<file path="config.mk">
export PLATFORM = sky130hd
export DESIGN_NAME = dual_stage_wdt
export DESIGN_NICKNAME = d
export VERILOG_FILES = /design/src/rtl/dswdt_pkg.sv /design/src/rtl/dswdt_core.sv /design/src/rtl/dswdt_regs.sv /design/src/rtl/dswdt_outsel.sv /design/src/rtl/dual_stage_wdt.sv
export SDC_FILE = /design/constraint.sdc
export NUM_CORES = 1
export LEC_CHECK = 0
export ABC_AREA = 0
export CAP_MARGIN = 20
export CORE_ASPECT_RATIO = 0.6
export CORE_MARGIN = 3
export CORE_UTILIZATION = 50
export CTS_CLUSTER_DIAMETER = 150
export DETAILED_ROUTE_END_ITERATION = 8
export DONT_BUFFER_PORTS = 1
export SYNTH_ARGS = -nofsm -noshare
export SYNTH_HDL_FRONTEND = slang
export SYNTH_HIERARCHICAL = 1
export SYNTH_SLANG_ARGS = --single-unit
</file>
<file path="constraint.sdc">
create_clock -name clk -period 3.55 [get_ports clk]
set_input_delay 0.71 -clock clk [delete_from_list [all_inputs] [get_ports clk]]
set_output_delay 0.71 -clock clk [all_outputs]
set_load 0.1 [all_outputs]
</file>
<file path="src/rtl/dswdt_pkg.sv">
package dswdt_pkg;

    localparam int unsigned DATA_W = 32;
    localparam int unsigned IDX_W  = 10;

    // word indices (paddr[11:2])
    localparam logic [IDX_W-1:0] IX_LOAD  = 10'h000;
    localparam logic [IDX_W-1:0] IX_VALUE = 10'h001;
    localparam logic [IDX_W-1:0] IX_CTRL  = 10'h002;
    localparam logic [IDX_W-1:0] IX_ICLR  = 10'h003;
    localparam logic [IDX_W-1:0] IX_RAW   = 10'h004;
    localparam logic [IDX_W-1:0] IX_MSK   = 10'h005;
    localparam logic [IDX_W-1:0] IX_LOCK  = 10'h300;
    localparam logic [IDX_W-1:0] IX_TCTL  = 10'h3C0;
    localparam logic [IDX_W-1:0] IX_TOUT  = 10'h3C1;

    localparam logic [DATA_W-1:0] UNLOCK_KEY = 32'h1ACC_E551;

    typedef struct packed {
        logic rst_en;   // bit 1
        logic irq_en;   // bit 0
    } ctl_t;

    typedef struct packed {
        logic irq;      // bit 1
        logic rst;      // bit 0
    } tout_t;

    typedef struct packed {
        logic load;
        logic iclr;
    } cmd_t;

    typedef enum logic [2:0] {
        STEP_IDLE,
        STEP_DEC,
        STEP_WRAP,
        STEP_EXP_FIRST,
        STEP_EXP_SECOND
    } step_e;

    function automatic logic key_match(input logic [DATA_W-1:0] d);
        return d == UNLOCK_KEY;
    endfunction

    function automatic logic [DATA_W-1:0] bit_word(input logic b);
        logic [DATA_W-1:0] w;
        w    = '0;
        w[0] = b;
        return w;
    endfunction

endpackage

</file>
<file path="src/rtl/dswdt_core.sv">
module dswdt_core
    import dswdt_pkg::*;
#(
    parameter int unsigned CNT_W = 32
) (
    input  logic             clk,
    input  logic             rst,
    input  logic             tick,
    input  cmd_t             cmd,
    input  logic [CNT_W-1:0] ld_val,
    output logic [CNT_W-1:0] cnt,
    output logic [CNT_W-1:0] reload,
    output logic             raw_flag,
    output logic             rst_stat
);

    localparam logic [CNT_W-1:0] CNT_ONE = CNT_W'(1);

    logic  running;
    step_e step;

    always_comb begin
        step = STEP_IDLE;
        if (tick && running) begin
            if (cnt == '0)
                step = STEP_WRAP;
            else if (cnt == CNT_ONE)
                step = raw_flag ? STEP_EXP_SECOND : STEP_EXP_FIRST;
            else
                step = STEP_DEC;
        end
    end

    always_ff @(posedge clk) begin
        if (rst) begin
            reload   <= '1;
            cnt      <= '1;
            running  <= 1'b1;
            raw_flag <= 1'b0;
            rst_stat <= 1'b0;
        end else if (cmd.load) begin
            reload  <= ld_val;
            cnt     <= ld_val;
            running <= 1'b1;
        end else if (cmd.iclr) begin
            raw_flag <= 1'b0;
            cnt      <= reload;
        end else begin
            unique case (step)
                STEP_DEC:       cnt <= cnt - CNT_ONE;
                STEP_WRAP:      cnt <= reload;
                STEP_EXP_FIRST: begin
                    cnt      <= '0;
                    raw_flag <= 1'b1;
                end
                STEP_EXP_SECOND: begin
                    cnt      <= '0;
                    rst_stat <= 1'b1;
                    running  <= 1'b0;
                end
                default: ;
            endcase
        end
    end

    assert_hold_no_tick_R2: assert property (@(posedge clk) disable iff (rst)
        (!tick && !cmd.load && !cmd.iclr) |=> $stable(cnt));

    assert_first_expiry_R3: assert property (@(posedge clk) disable iff (rst)
        (tick && running && cnt == CNT_ONE && !raw_flag && !cmd.load && !cmd.iclr)
        |=> raw_flag);

    assert_second_expiry_R4: assert property (@(posedge clk) disable iff (rst)
        (tick && running && cnt == CNT_ONE && raw_flag && !cmd.load && !cmd.iclr)
        |=> (rst_stat && !running && cnt == '0));

    assert_rst_sticky_R4: assert property (@(posedge clk) disable iff (rst)
        rst_stat |=> rst_stat);

    assert_load_restart_R5: assert property (@(posedge clk) disable iff (rst)
        cmd.load |=> (cnt == $past(ld_val) && running));

    assert_clear_flag_R6: assert property (@(posedge clk) disable iff (rst)
        (cmd.iclr && !cmd.load) |=> !raw_flag);

endmodule

</file>
<file path="src/rtl/dswdt_regs.sv">
module dswdt_regs
    import dswdt_pkg::*;
#(
    parameter bit          ALT_VARIANT = 1'b0,
    parameter int unsigned CNT_W       = 32
) (
    input  logic              clk,
    input  logic              rst,
    input  logic              psel,
    input  logic              penable,
    input  logic              pwrite,
    input  logic [IDX_W-1:0]  widx,
    input  logic [DATA_W-1:0] pwdata,
    input  logic [CNT_W-1:0]  cnt,
    input  logic [CNT_W-1:0]  reload,
    input  logic              raw_flag,
    output logic [DATA_W-1:0] prdata,
    output cmd_t              cmd,
    output logic [CNT_W-1:0]  ld_val,
    output ctl_t              ctrl,
    output logic              test_en,
    output tout_t             tout
);

    logic lock;
    logic wr_any;
    logic wr_open;
    logic ctrl_we;
    logic [DATA_W-1:0] cnt_ext;
    logic [DATA_W-1:0] reload_ext;

    assign wr_any  = psel && penable && pwrite;
    assign wr_open = wr_any && !lock;
    assign ctrl_we = wr_open && (widx == IX_CTRL) && !(ALT_VARIANT && ctrl.irq_en);

    assign cmd.load = wr_open && (widx == IX_LOAD);
    assign cmd.iclr = wr_open && (widx == IX_ICLR);
    assign ld_val   = pwdata[CNT_W-1:0];

    always_ff @(posedge clk) begin
        if (rst) begin
            lock <= 1'b0;
            ctrl <= '0;
        end else begin
            if (wr_any && widx == IX_LOCK)
                lock <= !key_match(pwdata);
            if (ctrl_we)
                ctrl <= ctl_t'(pwdata[1:0]);
        end
    end

    generate
        if (ALT_VARIANT == 1'b0) begin : g_test
            logic  tctl_q;
            tout_t tout_q;
            always_ff @(posedge clk) begin
                if (rst) begin
                    tctl_q <= 1'b0;
                    tout_q <= '0;
                end else begin
                    if (wr_open && widx == IX_TCTL)
                        tctl_q <= pwdata[0];
                    if (wr_open && widx == IX_TOUT)
                        tout_q <= tout_t'(pwdata[1:0]);
                end
            end
            assign test_en = tctl_q;
            assign tout    = tout_q;
        end else begin : g_no_test
            assign test_en = 1'b0;
            assign tout    = '0;
        end
    endgenerate

    always_comb begin
        cnt_ext    = '0;
        reload_ext = '0;
        cnt_ext[CNT_W-1:0]    = cnt;
        reload_ext[CNT_W-1:0] = reload;
    end

    always_comb begin
        prdata = '0;
        if (psel && !pwrite) begin
            case (widx)
                IX_LOAD:  prdata = reload_ext;
                IX_VALUE: prdata = cnt_ext;
                IX_CTRL:  prdata = {{(DATA_W-2){1'b0}}, ctrl};
                IX_RAW:   prdata = bit_word(raw_flag);
                IX_MSK:   prdata = bit_word(raw_flag && ctrl.irq_en);
                IX_LOCK:  prdata = bit_word(lock);
                IX_TCTL:  prdata = bit_word(test_en);
                default:  prdata = '0;
            endcase
        end
    end

    assert_locked_ctrl_R7: assert property (@(posedge clk) disable iff (rst)
        (lock && wr_any && widx == IX_CTRL) |=> $stable(ctrl));

    assert_locked_cmd_R7: assert property (@(posedge clk) disable iff (rst)
        lock |-> (!cmd.load && !cmd.iclr));

    assert_key_unlocks_R7: assert property (@(posedge clk) disable iff (rst)
        (wr_any && widx == IX_LOCK && pwdata == UNLOCK_KEY) |=> !lock);

    generate
        if (ALT_VARIANT) begin : g_alt_chk
            assert_sticky_enable_R11: assert property (@(posedge clk) disable iff (rst)
                ctrl.irq_en |=> ctrl.irq_en);
        end
    endgenerate

endmodule

</file>
<file path="src/rtl/dswdt_outsel.sv">
module dswdt_outsel
    import dswdt_pkg::*;
(
    input  logic  clk,
    input  logic  rst,
    input  logic  test_en,
    input  tout_t tout,
    input  ctl_t  ctrl,
    input  logic  raw_flag,
    input  logic  rst_stat,
    output logic  irq_o,
    output logic  rst_req_o
);

    always_comb begin
        if (test_en) begin
            irq_o     = tout.irq;
            rst_req_o = tout.rst;
        end else begin
            irq_o     = raw_flag && ctrl.irq_en;
            rst_req_o = rst_stat && ctrl.rst_en;
        end
    end

    assert_irq_masked_R8: assert property (@(posedge clk) disable iff (rst)
        (!test_en && !ctrl.irq_en) |-> !irq_o);

    assert_rst_masked_R8: assert property (@(posedge clk) disable iff (rst)
        (!test_en && !rst_stat) |-> !rst_req_o);

endmodule

</file>
<file path="src/rtl/dual_stage_wdt.sv">
module dual_stage_wdt
    import dswdt_pkg::*;
#(
    parameter bit          ALT_VARIANT = 1'b0,
    parameter int unsigned CNT_W       = 32
) (
    input  logic        clk,
    input  logic        rst,
    input  logic        tick_en,
    input  logic        psel,
    input  logic        penable,
    input  logic        pwrite,
    input  logic [11:0] paddr,
    input  logic [31:0] pwdata,
    output logic [31:0] prdata,
    output logic        pready,
    output logic        pslverr,
    output logic        irq_o,
    output logic        rst_req_o
);

    cmd_t             cmd;
    ctl_t             ctrl;
    tout_t            tout;
    logic             test_en;
    logic             raw_flag;
    logic             rst_stat;
    logic [CNT_W-1:0] cnt;
    logic [CNT_W-1:0] reload;
    logic [CNT_W-1:0] ld_val;
    logic             unused_addr_lsb;

    assign unused_addr_lsb = ^paddr[1:0];
    assign pready  = 1'b1;
    assign pslverr = 1'b0;

    dswdt_regs #(
        .ALT_VARIANT(ALT_VARIANT),
        .CNT_W      (CNT_W)
    ) u_regs (
        .clk     (clk),
        .rst     (rst),
        .psel    (psel),
        .penable (penable),
        .pwrite  (pwrite),
        .widx    (paddr[11:2]),
        .pwdata  (pwdata),
        .cnt     (cnt),
        .reload  (reload),
        .raw_flag(raw_flag),
        .prdata  (prdata),
        .cmd     (cmd),
        .ld_val  (ld_val),
        .ctrl    (ctrl),
        .test_en (test_en),
        .tout    (tout)
    );

    dswdt_core #(
        .CNT_W(CNT_W)
    ) u_core (
        .clk     (clk),
        .rst     (rst),
        .tick    (tick_en),
        .cmd     (cmd),
        .ld_val  (ld_val),
        .cnt     (cnt),
        .reload  (reload),
        .raw_flag(raw_flag),
        .rst_stat(rst_stat)
    );

    dswdt_outsel u_out (
        .clk      (clk),
        .rst      (rst),
        .test_en  (test_en),
        .tout     (tout),
        .ctrl     (ctrl),
        .raw_flag (raw_flag),
        .rst_stat (rst_stat),
        .irq_o    (irq_o),
        .rst_req_o(rst_req_o)
    );

endmodule

</file>
==> run summary <==
Number of synthesized flops with an enable pin -> 0
Flop2flop setup slack -> 0.70 ns
Worst-path cell chain -> or4_1 -> nor2_1 -> o21bai_4 -> buf_12 -> nor2_2 -> buf_12
Cts repair resizes -> 0
Async SR Flop Fraction -> 0%
Vias in the first global route -> 4460
HPWL after detailed placement -> 10800 um
NumNets Final -> 674
Max Root-Sink Buffers -> 2
Initial antenna violation count -> 0
Core footprint -> 9493 um2
Max-slew violations -> 0
Initial Utilization -> 53.06%
Layout cells sized above 1 -> 23.80%
Delay-heaviest family, CP -> simple AND/OR/NAND/NOR gates
Clock latency on the worst-skew pair -> 0.34 ns
Largest net degree at the start of global routing -> 51
Crit path buf inv count -> 2
Die Y -> 83.75 um
Metal3 WL -> 1572 um
DRT Pass-1 Iters -> 5
Final period util -> 90.52%
CP arrival -> 2.50 ns
Antenna viol nets, final -> 0
Seq/Total Area, Yosys -> 29.01%
CTS Buf Count -> 9
Port buffer count -> 0
Post-synth cell types -> 78
Pwr dens -> 305.3 nW/um2
RSZ-0062 raised after global routing -> false
Crit-path most repeated cell -> buf_12
Leakage -> 2.186 nW
CTS Root Cell -> clkbuf_16
Final min period -> 3.214 ns
Slew HR -> 26.76%
Sink Count -> 73
Final Hold Vio Count -> 0
DR WL/cell -> 20.35 um
Clock-pin slew of the registers on the worst-case setup and hold paths -> 0.06 ns
Routed wire length -> 15380 um
Post-CTS Setup Inserts -> 0
Routability cong. -> 0.8910
Outcome -> complete, no violations
Die Area -> 11350 um2
Worst EP required -> 2.84 ns
Global route total overflow -> 0
Area Overhead vs Synth -> 17.66%
Wire length on met2 -> 6741 um
Drc violations -> 0
Ports -> 86
Global-route wire length before repair -> 24250 um
Most frequent cells in the layout -> 73 x nand2_1, 73 x dfxtp_1, 45 x nor2_1, 43 x a21oi_1, 35 x buf_12
Fmax -> 311.2 MHz
Setup crit start kind -> primary input
Wl on met1 -> 6895 um
CTS tree -> built
Post-layout util -> 62.44%
Antenna Cells -> 0
Slowest stage cell on the critical path -> or4_1
Setup crit end kind -> output port
Post-Syn Instances -> 627
Total GRT Usage -> 27.03%
Hold Buf Count CTS -> 0
Crit path kind -> primary input to output port
Via Count -> 4840
Vias/cell -> 6.402
Die W -> 135.6 um
Max Cap Viol -> 0
H-tree depth -> 3
# setup viols final -> 0
YS warnings -> 6
#FFs+latches synth -> 73
Post-synth top flop -> dfxtp_1
Synthesized area -> 5037 um2
Peak supply drop -> 0.2416 mV
Site Rows -> 27
Post-Syn Nets -> 680
Skew final -> 0.01204 ns
Worst-margin pin slew -> 1.098 ns
Hold/Removal Path Class -> primary input to flip-flop
Starting DRT DRC Count -> 468
Max incr delay on CP -> 0.72 ns
Critical path fanouts, max -> 26
Setup_tns -> 0 ns
Syn_area_per_cell -> 8.034 um2
Max Used Layer -> met4
layer usage:
layer	track usage [%]	vias up
li1	-	2257
met1	40.10	2289
met2	39.17	271
met3	6.265	23
met4	6.953	0
met5	0	-
metrics by stage:
step	hold WS (ns)	cell area, um2	power [mW]	cells	worst slack (ns)
5_1_grt	0.4357	5927	1.854	756	0.2674
4_1_cts	0.4333	5927	1.813	756	0.3400
3_3_place_gp	0.4500	5634	0.9317	740	0.2440
3_5_place_dp	0.4584	5634	0.9335	740	0.1445
2_1_floorplan	0.4371	5076	0.9444	627	0.09370
6_report	0.4441	5927	1.810	756	0.3365
flip-flops by register name (all words and copies together) (netlist names), 2 cells and up:
| signal | count |
|---|---|
| u_core/reload | 32 |
| u_regs/tout | 2 |
| u_regs/ctrl | 2 |
| u_core/cnt | 32 |
cell type report:
| cell class | count | area (um2) |
|---|---|---|
| timing repair buffer | 54 | 843.3 |
| multi-input combinational | 457 | 3069 |
| clock inverter | 4 | 26.28 |
| sequential | 73 | 1461 |
| tap | 130 | 162.7 |
| clock buffer | 12 | 266.5 |
| inverter | 26 | 97.59 |
| fill | 810 | 3566 |
cell usage after synthesis, types with 3 or more instances:
cell / number / area [um2]
a2111oi_0: 9 / 78.83
a211o_1: 6 / 52.55
a211oi_1: 4 / 30.03
a211oi_2: 7 / 87.58
a21boi_0: 7 / 52.55
a21o_1: 6 / 45.04
a21oi_1: 44 / 220.2
a221oi_2: 5 / 75.07
a22oi_1: 31 / 232.7
buf_1: 3 / 11.26
buf_2: 7 / 35.03
buf_4: 34 / 255.2
buf_6: 10 / 112.6
clkbuf_1: 15 / 56.30
dfxtp_1: 73 / 1461
ha_1: 3 / 37.54
inv_1: 25 / 93.84
mux2i_1: 14 / 140.1
nand2_1: 73 / 274.0
nand2b_1: 3 / 18.77
nand3_1: 6 / 30.03
nand4_1: 8 / 50.05
nand4b_1: 3 / 26.28
nor2_1: 57 / 214.0
nor2_2: 18 / 112.6
nor3_1: 18 / 90.09
nor3_2: 4 / 40.04
nor4_1: 20 / 125.1
nor4_4: 4 / 85.08
nor4b_1: 3 / 26.28
nor4bb_1: 4 / 40.04
o2111ai_1: 3 / 26.28
o211ai_1: 6 / 45.04
o21ai_0: 26 / 130.1
or2_2: 7 / 43.79
or4_1: 7 / 52.55
logic make-up after synthesis:
kind of cell | Yosys count | share of synthesized area [%]
adders and majority gates | 3 | 0.7452
DFF | 73 | 29.01
muxes | 14 | 2.782
buffers and inverters | 97 | 11.87
other | 2 | 0.1491
and+or+nand+nor | 258 | 28.86
xor gates and xnor gates | 2 | 0.3478
AOI/OAI and AO/OA | 178 | 26.23
worst paths after layout:
| path | startpoint | endpoint | depth (start not counted) |
|---|---|---|---|
| setup / recovery | paddr[7] | prdata[25] | 6 |
| hold / removal | rst | u_regs/test_en | 1 |
| setup reg to reg | u_core/cnt[28] | u_core/cnt[27] | 6 |
| hold reg to reg | u_core/reload[2] | u_core/reload[2] | 2 |
where the power goes:
part	switching (mW)	total, mW	leakage [nW]	internal, mW
logic	0.0607	0.0928	1.45	0.0321
clock network	0.362	0.891	0.145	0.529
registers	0.00421	0.826	0.591	0.821
total	0.427	1.81	2.19	1.38
Power figures use the tool's default switching activity.
